--- src/rtl/spi_host_pkg.sv ---
package spi_host_pkg;
  localparam int BUS_DW = 32;
  localparam int BUS_AW = 3;

  localparam logic [BUS_AW-1:0] OFS_RXD  = 3'd0;
  localparam logic [BUS_AW-1:0] OFS_TXD  = 3'd1;
  localparam logic [BUS_AW-1:0] OFS_STAT = 3'd2;
  localparam logic [BUS_AW-1:0] OFS_CTRL = 3'd3;
  localparam logic [BUS_AW-1:0] OFS_SEL  = 3'd5;

  localparam int B_RXOVR = 3;
  localparam int B_TXOVR = 4;
  localparam int B_IDLE  = 5;
  localparam int B_ROOM  = 6;
  localparam int B_AVAIL = 7;
  localparam int B_ERR   = 8;
  localparam int B_FSEL  = 10;

  typedef struct packed {
    logic en_rxovr;
    logic en_txovr;
    logic en_room;
    logic en_avail;
    logic en_err;
    logic force_sel;
  } ctrl_t;
endpackage

--- src/rtl/spi_host_divider.sv ---
module spi_host_divider #(
  parameter int HALF_DIV = 2
) (
  input  logic clk,
  input  logic rst,
  input  logic run,
  output logic tick
);
  localparam int CW = (HALF_DIV > 1) ? $clog2(HALF_DIV) : 1;
  localparam logic [CW-1:0] TOP = CW'(HALF_DIV - 1);

  logic [CW-1:0] cnt_q;

  assign tick = run && (cnt_q == TOP);

  always_ff @(posedge clk) begin
    if (rst || !run) cnt_q <= '0;
    else if (tick)   cnt_q <= '0;
    else             cnt_q <= cnt_q + 1'b1;
  end
endmodule

--- src/rtl/spi_host_shifter.sv ---
module spi_host_shifter #(
  parameter int FW = 8
) (
  input  logic          clk,
  input  logic          rst,
  input  logic          load,
  input  logic [FW-1:0] load_data,
  input  logic          tick,
  input  logic          miso,
  output logic          busy,
  output logic          sck,
  output logic          mosi,
  output logic          done,
  output logic [FW-1:0] rx_byte
);
  localparam int EW = $clog2(2 * FW);
  localparam logic [EW-1:0] LAST = EW'(2 * FW - 1);

  logic [EW-1:0] edge_q;
  logic [FW-1:0] tx_sh, rx_sh;

  assign done    = busy && tick && sck && (edge_q == LAST);
  assign rx_byte = rx_sh;

  always_ff @(posedge clk) begin
    if (rst) begin
      busy   <= 1'b0;
      sck    <= 1'b0;
      mosi   <= 1'b0;
      edge_q <= '0;
      tx_sh  <= '0;
      rx_sh  <= '0;
    end else if (load) begin
      busy   <= 1'b1;
      sck    <= 1'b0;
      edge_q <= '0;
      tx_sh  <= load_data;
      mosi   <= load_data[FW-1];
    end else if (busy && tick) begin
      edge_q <= edge_q + 1'b1;
      if (!sck) begin
        sck   <= 1'b1;
        rx_sh <= {rx_sh[FW-2:0], miso};
      end else begin
        sck <= 1'b0;
        if (edge_q == LAST) begin
          busy <= 1'b0;
        end else begin
          tx_sh <= {tx_sh[FW-2:0], 1'b0};
          mosi  <= tx_sh[FW-2];
        end
      end
    end
  end

  // clock rests low whenever no frame is in flight
  p_sck_idle_r3: assert property (@(posedge clk) disable iff (rst)
    !busy |-> !sck);
  // data out never moves while the clock is high
  p_mosi_steady_r3: assert property (@(posedge clk) disable iff (rst)
    sck |-> $stable(mosi));
  // clock toggles only on a divider tick
  p_sck_on_tick_r4: assert property (@(posedge clk) disable iff (rst)
    !$stable(sck) |-> $past(tick));
endmodule

--- src/rtl/spi_host_ctrl.sv ---
module spi_host_ctrl
  import spi_host_pkg::*;
#(
  parameter int HALF_DIV = 2,
  parameter int FW       = 8
) (
  input  logic              clk,
  input  logic              rst,
  input  logic [BUS_AW-1:0] bus_addr,
  input  logic              bus_we,
  input  logic              bus_re,
  input  logic [BUS_DW-1:0] bus_wdata,
  output logic [BUS_DW-1:0] bus_rdata,
  output logic              spi_sck,
  output logic              spi_mosi,
  input  logic              spi_miso,
  output logic              spi_ss_n,
  output logic              irq
);
  logic [FW-1:0] hold_q, rx_q, rx_byte;
  logic          hold_full, rrdy_q, roe_q, toe_q, sel_q;
  ctrl_t         ctl_q;
  logic          busy, tick, frame_done, load;
  logic          tx_wr, stat_wr, ctl_wr, sel_wr, rx_rd;
  logic          trdy, tmt, err;
  logic [BUS_DW-1:0] stat_word, ctl_word, rd_mux;

  assign tx_wr   = bus_we && (bus_addr == OFS_TXD);
  assign stat_wr = bus_we && (bus_addr == OFS_STAT);
  assign ctl_wr  = bus_we && (bus_addr == OFS_CTRL);
  assign sel_wr  = bus_we && (bus_addr == OFS_SEL);
  assign rx_rd   = bus_re && (bus_addr == OFS_RXD);
  assign load    = hold_full && !busy;

  assign trdy = !hold_full;
  assign tmt  = !hold_full && !busy;
  assign err  = roe_q || toe_q;

  spi_host_divider #(.HALF_DIV(HALF_DIV)) u_div (
    .clk(clk), .rst(rst), .run(busy), .tick(tick)
  );

  spi_host_shifter #(.FW(FW)) u_shift (
    .clk(clk), .rst(rst), .load(load), .load_data(hold_q), .tick(tick),
    .miso(spi_miso), .busy(busy), .sck(spi_sck), .mosi(spi_mosi),
    .done(frame_done), .rx_byte(rx_byte)
  );

  always_ff @(posedge clk) begin
    if (rst) begin
      hold_q    <= '0;
      hold_full <= 1'b0;
      toe_q     <= 1'b0;
    end else begin
      if (tx_wr && !hold_full) begin
        hold_q    <= bus_wdata[FW-1:0];
        hold_full <= 1'b1;
      end else if (load) begin
        hold_full <= 1'b0;
      end
      if (tx_wr && hold_full) toe_q <= 1'b1;
      else if (stat_wr)       toe_q <= 1'b0;
    end
  end

  always_ff @(posedge clk) begin
    if (rst) begin
      rx_q   <= '0;
      rrdy_q <= 1'b0;
      roe_q  <= 1'b0;
    end else begin
      if (frame_done) begin
        rx_q   <= rx_byte;
        rrdy_q <= 1'b1;
      end else if (rx_rd) begin
        rrdy_q <= 1'b0;
      end
      if (frame_done && rrdy_q) roe_q <= 1'b1;
      else if (stat_wr)         roe_q <= 1'b0;
    end
  end

  always_ff @(posedge clk) begin
    if (rst) begin
      ctl_q <= '0;
      sel_q <= 1'b0;
    end else begin
      if (ctl_wr) begin
        ctl_q.en_rxovr  <= bus_wdata[B_RXOVR];
        ctl_q.en_txovr  <= bus_wdata[B_TXOVR];
        ctl_q.en_room   <= bus_wdata[B_ROOM];
        ctl_q.en_avail  <= bus_wdata[B_AVAIL];
        ctl_q.en_err    <= bus_wdata[B_ERR];
        ctl_q.force_sel <= bus_wdata[B_FSEL];
      end
      if (sel_wr) sel_q <= bus_wdata[0];
    end
  end

  always_comb begin
    stat_word          = '0;
    stat_word[B_RXOVR] = roe_q;
    stat_word[B_TXOVR] = toe_q;
    stat_word[B_IDLE]  = tmt;
    stat_word[B_ROOM]  = trdy;
    stat_word[B_AVAIL] = rrdy_q;
    stat_word[B_ERR]   = err;
    ctl_word           = '0;
    ctl_word[B_RXOVR]  = ctl_q.en_rxovr;
    ctl_word[B_TXOVR]  = ctl_q.en_txovr;
    ctl_word[B_ROOM]   = ctl_q.en_room;
    ctl_word[B_AVAIL]  = ctl_q.en_avail;
    ctl_word[B_ERR]    = ctl_q.en_err;
    ctl_word[B_FSEL]   = ctl_q.force_sel;
    case (bus_addr)
      OFS_RXD:  rd_mux = {{(BUS_DW-FW){1'b0}}, rx_q};
      OFS_STAT: rd_mux = stat_word;
      OFS_CTRL: rd_mux = ctl_word;
      OFS_SEL:  rd_mux = {{(BUS_DW-1){1'b0}}, sel_q};
      default:  rd_mux = '0;
    endcase
  end

  always_ff @(posedge clk) begin
    if (rst)         bus_rdata <= '0;
    else if (bus_re) bus_rdata <= rd_mux;
  end

  assign spi_ss_n = !(sel_q || ctl_q.force_sel);
  assign irq = (ctl_q.en_rxovr && roe_q) || (ctl_q.en_txovr && toe_q) ||
               (ctl_q.en_room && trdy) || (ctl_q.en_avail && rrdy_q) ||
               (ctl_q.en_err && err);

  // a finished frame always leaves a byte flagged as available
  p_rrdy_after_frame_r6: assert property (@(posedge clk) disable iff (rst)
    frame_done |=> rrdy_q);
  // reading the receive word retires the flag
  p_rx_read_clear_r6: assert property (@(posedge clk) disable iff (rst)
    (rx_rd && !frame_done) |=> !rrdy_q);
  // writing into a full holding register flags overrun
  p_toe_on_full_r8: assert property (@(posedge clk) disable iff (rst)
    (tx_wr && hold_full) |=> toe_q);
  // status write clears the receive overrun
  p_stat_clear_r9: assert property (@(posedge clk) disable iff (rst)
    (stat_wr && !frame_done) |=> (!roe_q && !toe_q));
  // loading the shifter frees the holding register
  p_load_frees_r5: assert property (@(posedge clk) disable iff (rst)
    (load && !tx_wr) |=> (!hold_full && busy));
endmodule

--- config.mk ---
export PLATFORM = sky130hd
export DESIGN_NAME = spi_host_ctrl
export DESIGN_NICKNAME = d
export VERILOG_FILES = /design/src/rtl/spi_host_pkg.sv /design/src/rtl/spi_host_divider.sv /design/src/rtl/spi_host_shifter.sv /design/src/rtl/spi_host_ctrl.sv
export SDC_FILE = /design/constraint.sdc
export NUM_CORES = 1
export LEC_CHECK = 0
export CAP_MARGIN = 20
export CORE_MARGIN = 10
export CORE_UTILIZATION = 55
export DETAILED_ROUTE_END_ITERATION = 12
export DONT_BUFFER_PORTS = 1
export GPL_TIMING_DRIVEN = 1
export PLACE_DENSITY = 0.66
export SETUP_SLACK_MARGIN = 0.02
export SLEW_MARGIN = 25
export SYNTH_ARGS = -nofsm -noshare
export SYNTH_HDL_FRONTEND = slang
export SYNTH_HIERARCHICAL = 1
export SYNTH_SLANG_ARGS = --single-unit
--- constraint.sdc ---
create_clock -name clk -period 2.1 [get_ports clk]
set_clock_uncertainty 0.15 [all_clocks]
set_input_delay 0.105 -clock clk [delete_from_list [all_inputs] [get_ports clk]]
set_output_delay 0.105 -clock clk [all_outputs]
set_load 0.02 [all_outputs]
**Word level (Yosys, flattened, before mapping)**

Index checks and enable logic that the tools add are counted.
Widths: inputs -> output; s select.

- Flip-flop bits (word level): 82
- Bits in latches: 0
- RAM bits: 0
- ROM bits: 0
- Input bits: 40
- Logic and storage cells: 94
- Memories kept: 0

- $add $sub $neg: 2
- Multipliers: 0
- Divide/modulo/power cells: 0
- Order comparisons: 0
- Equality and inequality tests: 6
- Shift operators: 0
- Multiplexer cells: 21
- Bitwise operators: 2
- Reductions and logical operators: 42

Operator list:

| kind | count |
|---|---|
| $pmux 11 s4 | 1 |
| $mux 7 | 4 |
| $logic_and 1x1->1 | 19 |
| $mux 1 | 16 |
| $reduce_bool 2->1 | 7 |
| $reduce_and 3->1 | 3 |
| $logic_or 1x1->1 | 7 |
| $eq 3x2->1 const B | 2 |
| $add 4x1->4 const B | 1 |
| $eq 4x4->1 const B | 1 |
| $reduce_or 2->1 | 2 |
| $eq 3x1->1 const B | 1 |
| $eq 3x3->1 const B | 1 |
| $logic_not 1->1 | 3 |
| $logic_not 3->1 | 1 |
| $ne 2x2->1 const B | 1 |
| $not 1->1 | 2 |
| $add 1x1->1 const B | 1 |

**Logic depth before layout (Yosys ltp)**

- Depth in word-level cells: 6
- Gate-level depth with buffers: 6

**Hierarchy**

The synthesis kept the hierarchy.

By module, submodules not included:

| module | instances | cells each | area an instance (um^2) |
|---|---|---|---|
| spi_host_ctrl | 1 | 204 | 1838.0 |
| spi_host_shifter | 1 | 100 | 920.9 |
| spi_host_divider | 1 | 3 | 40.0 |

**Worst setup path after synthesis**

OpenSTA, ideal clock, no wires.

- Kind: register to register
- Start: reg u_shift.busy
- End: reg rx_q[4]
- Data arrival time: 1.459 ns
- Path slack: 0.364 ns
- Cell stages (with the launch flop): 7
- Path through: dfxtp_1 > and2_2 > nand3_1 > nor2_1 > buf_2 > mux2i_1 > nor2_1

- Longest elaborated chain between the ends: 4

Ends and longest elaborated chain:

| what | line | RTL |
|---|---|---|
| start, declared | spi_host_shifter.sv:10 | `output logic busy,` |
| start signal, assigned | spi_host_shifter.sv:27 | `busy <= 1'b0;` |
| start signal, assigned | spi_host_shifter.sv:34 | `busy <= 1'b1;` |
| start signal, assigned | spi_host_shifter.sv:47 | `busy <= 1'b0;` |
| $logic_and 1x1->1 | spi_host_divider.sv:14 | `assign tick = run && (cnt_q == TOP);` |
| named net tick | spi_host_ctrl.sv:23 | `logic busy, tick, frame_done, load;` |
| $logic_and 1x1->1 (3 in series) | spi_host_shifter.sv:22 | `assign done = busy && tick && sck && (edge_q == LAST);` |
| named net frame_done | spi_host_ctrl.sv:23 |  |
| end signal, assigned | spi_host_ctrl.sv:73 | `rx_q <= rx_byte;` |
| end, declared | spi_host_ctrl.sv:20 | `logic [FW-1:0] hold_q, rx_q, rx_byte;` |

The timed path passes the listed nets, and every way through them passes these cells.
A chain may end at the register's enable or synchronous reset.

**Worst setup path in the final report**

- Start: in bus_addr[1]
- End: reg bus_rdata[2]

- Longest elaborated chain between the ends: 2
- Elaborated cells on any way between the ends: 5
- Classes of those cells: eq/ne (3); mux (1); reduce/logical (1)

Ends and longest elaborated chain:

| what | line | RTL |
|---|---|---|
| start, declared | spi_host_ctrl.sv:9 | `input logic [BUS_AW-1:0] bus_addr,` |
| $eq 3x3->1 (tied with other cells) | spi_host_ctrl.sv:115 | `case (bus_addr)` |
| $pmux 11 s4 * | spi_host_ctrl.sv:115 |  |
| end signal, assigned | spi_host_ctrl.sv:126 | `else if (bus_re) bus_rdata <= rd_mux;` |
| end, declared | spi_host_ctrl.sv:13 | `output logic [BUS_DW-1:0] bus_rdata,` |

Mark *: on every way between the ends. The rest lies on a longest branch, timed or not.

==> reports/qor.txt <==
gr ovfl total - 0
Finished Layout Cells - 395
hold depth - 3
power per standard cell area - 782.1 mW/mm²
RSZ-0062 raised after global routing - false
Post-synth EDFFs - 0
Slew Limit Fails - 0
Die Height - 91.34 µm
met2 GRT Util - 0.2303
vias - 2,160
Fin Setup TNS - 0 ns
Leak - 1.192 nW
register area - 0.001201 mm²
Seq/Total Area, Yosys - 0.4291
Die Area - 0.008342 mm²
synth unique cells - 49
peak supply drop - 481.1 µV
HP Class - in -> reg
Skew-Pair Late Insertion Delay - 0.34 ns
DRT iter0 DRCs - 184
TritonCTS clock tree - yes
worst slew pin tran - 0.6196 ns
Final nets - 363
mux contribution to synthesized area - 0.1229
Mapped Cells - 307
Design Power - 2.468 mW
DRT Pass-1 Iters - 4
simple-gate share of the synthesized area - 0.1810
yosys warns - 6
Arrival @ worst endpoint - 2.04 ns
Seq pwr share - 0.470
area delta synth->final - 12.74%
first-pass GRT wire length - 10,540 µm
Post-Synthesis Cell Area - 0.002799 mm²
htree depth - 3
Post-CTS Resized - 0
status - finished, final reports clean
dominant synthesized flop cell - dfxtp_1
CP max FO - 14
remaining routing DRC violations - 0
logic gate share of total power - 0.067
grt met3 use - 0.07407
post-detail-place hpwl - 3976 µm
worst path required time - 2.22 ns
CP Capture Type - flop
CTS root buffer - clkbuf_8
Final Hold Fails - 0
initial antenna violation count - 1
Mapped Avg Cell Area - 9.117 µm²
drt wl/cell - 16.28 µm
clock network fraction of design power - 0.464
reg2reg end - u_shift/tx_sh[3]$_SDFFE_PP0P_
clock tree buffer depth - 2
worst hold endpoint - ctl_q[4]$_SDFFE_PP0P_
Synth Area in Compound Gates - 0.1372
CP Class - in -> reg
Post-Place Cells - 357
worst reg2reg path startpoint - u_shift/busy$_SDFFE_PP0P_
R2R depth - 4
Hold Startpoint - bus_we
final wirelength - 6431 µm
Die W - 91.34 µm
reg2reg setup slack - 0.35 ns
met1 global-route usage - 0.1899
Worst-path clk slew - 0.06 ns
Post-synth ARST share - 0
fin crit share - 0.9139
starting density of the core - 0.5810
Top Ports - 76
TritonCTS buffer count - 9
largest net degree at the start of global routing - 50
Rows - 25
Post-Synth XOR/XNOR Area - 0.009388
switch share - 0.2314
share of post-route cells with drive strength above 1 - 0.1009
antenna viol nets, final - 0
post-synthesis adder-cell area fraction - 0.004470
Peak Freq - 0.5210 GHz
startpoint types - input pin
CTS Hold Bufs - 21
FF+latch count, synth - 60
Cell Int Power - 1.897 mW
GPL Wtd Cong - 0.7927
Sink Count - 60
Post-CTS Setup Bufs - 0
Multi-input gate area - 0.001356 mm²
Vias/cell - 5.468
Filler cells - 419
core region area - 0.004817 mm²
Rel. slew slack - 0.5865
PortBufs - 0
GR peak layer - met2
min cycle time layout - 1.919 ns
vias in the first global route - 2,044
Net Sw Power - 571.2 µW
dominant combinational cell family by area after synthesis - simple AND/OR/NAND/NOR gates
GRT Total Usage - 0.1554
max-cap violation count - 0
number of setup violations in the final report - 0
[flip-flops by register name, summed over array words and instances, names as in the netlist]
name             cells
rx_q                 8
u_shift/sck          1
sel_q                1
u_shift/tx_sh        7
ctl_q                6
u_shift/rx_byte      8
hold_full            1
roe_q                1
u_shift/busy         1
u_shift/edge_q       4
hold_q               8
u_div/cnt_q          1
bus_rdata           10
toe_q                1
rrdy_q               1
u_shift/mosi         1
[cells by family (layout without fill, tap and decap cells)]
logic type                 count (synthesis)  after routing
AOI/OAI and AO/OA                         58             58
xor gates and xnor gates                   3              3
adders and majority gates                  1              1
buffers and inverters                     54             53
DFF                                       60             60
muxes                                     34             34
other                                      1             23
and+or+nand+nor                           96             96
[synth_stat cells, types with 3 or more instances]
cell type / count / area [µm²]
a31oi_1: 7 / 43.79
mux2i_1: 31 / 310.3
nor2_1: 29 / 108.9
clkbuf_1: 7 / 26.28
nor3_1: 7 / 35.03
mux2_2: 3 / 33.78
dfxtp_1: 60 / 1201
buf_6: 3 / 33.78
a21oi_1: 14 / 70.07
nor2b_1: 8 / 50.05
and3_1: 3 / 18.77
a221oi_1: 10 / 87.58
nand2_1: 24 / 90.09
inv_1: 12 / 45.04
buf_2: 7 / 35.03
o21ai_0: 14 / 70.07
buf_4: 23 / 172.7
nand3_1: 9 / 45.04
xor2_1: 3 / 26.28
[power by group through the flow]
stage          registers, mW  logic, mW  clock network (mW)
2_1_floorplan           1.18      0.151                   0
3_3_place_gp            1.18     0.0962                   0
3_5_place_dp            1.18     0.0966                   0
4_1_cts                 1.16      0.160                1.16
5_1_grt                 1.16      0.179                1.22
6_report                1.16      0.165                1.14
[layout make-up]
type	count	share of cell area
Multi-Input combinational cell	214	0.4298
Clock buffer	11	0.04481
Clock inverter	5	0.02379
Antenna cell	1	0.0007930
Sequential cell	60	0.3806
Timing Repair Buffer	25	0.07930
Inverter	12	0.01427
Tap cell	67	0.02657
[worst max-delay path by stage]
stage | startpoint | to
floorplan | u_shift/busy$_SDFFE_PP0P_ | rx_q[4]$_SDFFE_PP0P_
global placement | u_shift/busy$_SDFFE_PP0P_ | rx_q[5]$_SDFFE_PP0P_
detailed placement | u_shift/busy$_SDFFE_PP0P_ | rx_q[2]$_SDFFE_PP0P_
CTS | bus_addr[1] | bus_rdata[2]$_SDFFE_PP0P_
global route | bus_addr[1] | bus_rdata[2]$_SDFFE_PP0P_
finish | bus_addr[1] | bus_rdata[2]$_SDFFE_PP0P_
[critical path, cell delays in order]
cell	delay, ns
dlygate4sd3_1	0.75
nor3_2	0.37
nand3_1	0.10
dlygate4sd3_1	0.58
a21oi_1	0.13
[per-stage QoR]
stage | setup WS, ns | hold slack (ns) | instance area [µm²] | utilization
finish | 0.1808 | 0.009317 | 3156 | 0.6551
global route | 0.1295 | 0.003263 | 3156 | 0.6551
CTS | 0.1986 | 0.003055 | 3153 | 0.6545
detailed placement | 0.3784 | 0.03271 | 2716 | 0.5639
global placement | 0.3884 | 0.03262 | 2716 | 0.5639
floorplan | 0.3636 | 0.02574 | 2878 | -
[cell usage in the layout (no fill, tap or decap), types with 2 or more instances in the layout]
cell type,count
dfxtp_1,60
mux2i_1,31
nor2_1,29
nand2_1,24
conb_1,22
dlygate4sd3_1,20
a21oi_1,14
o21ai_0,14
inv_1,12
a221oi_1,10
clkbuf_8,10
nand3_1,9
nor2b_1,8
nor3_1,7
a31oi_1,7
buf_4,4
mux2_2,3
and3_1,3
clkinv_2,3
xor2_1,3
a211oi_1,2
o211ai_1,2
bufinv_16,2
[layer usage]
metal  part of all wire  vias up
li1                   -     1068
met1               0.45     1007
met2               0.44       76
met3              0.090        9
met4              0.014        0
met5                  0        -
(Power assumes the default switching activity.)
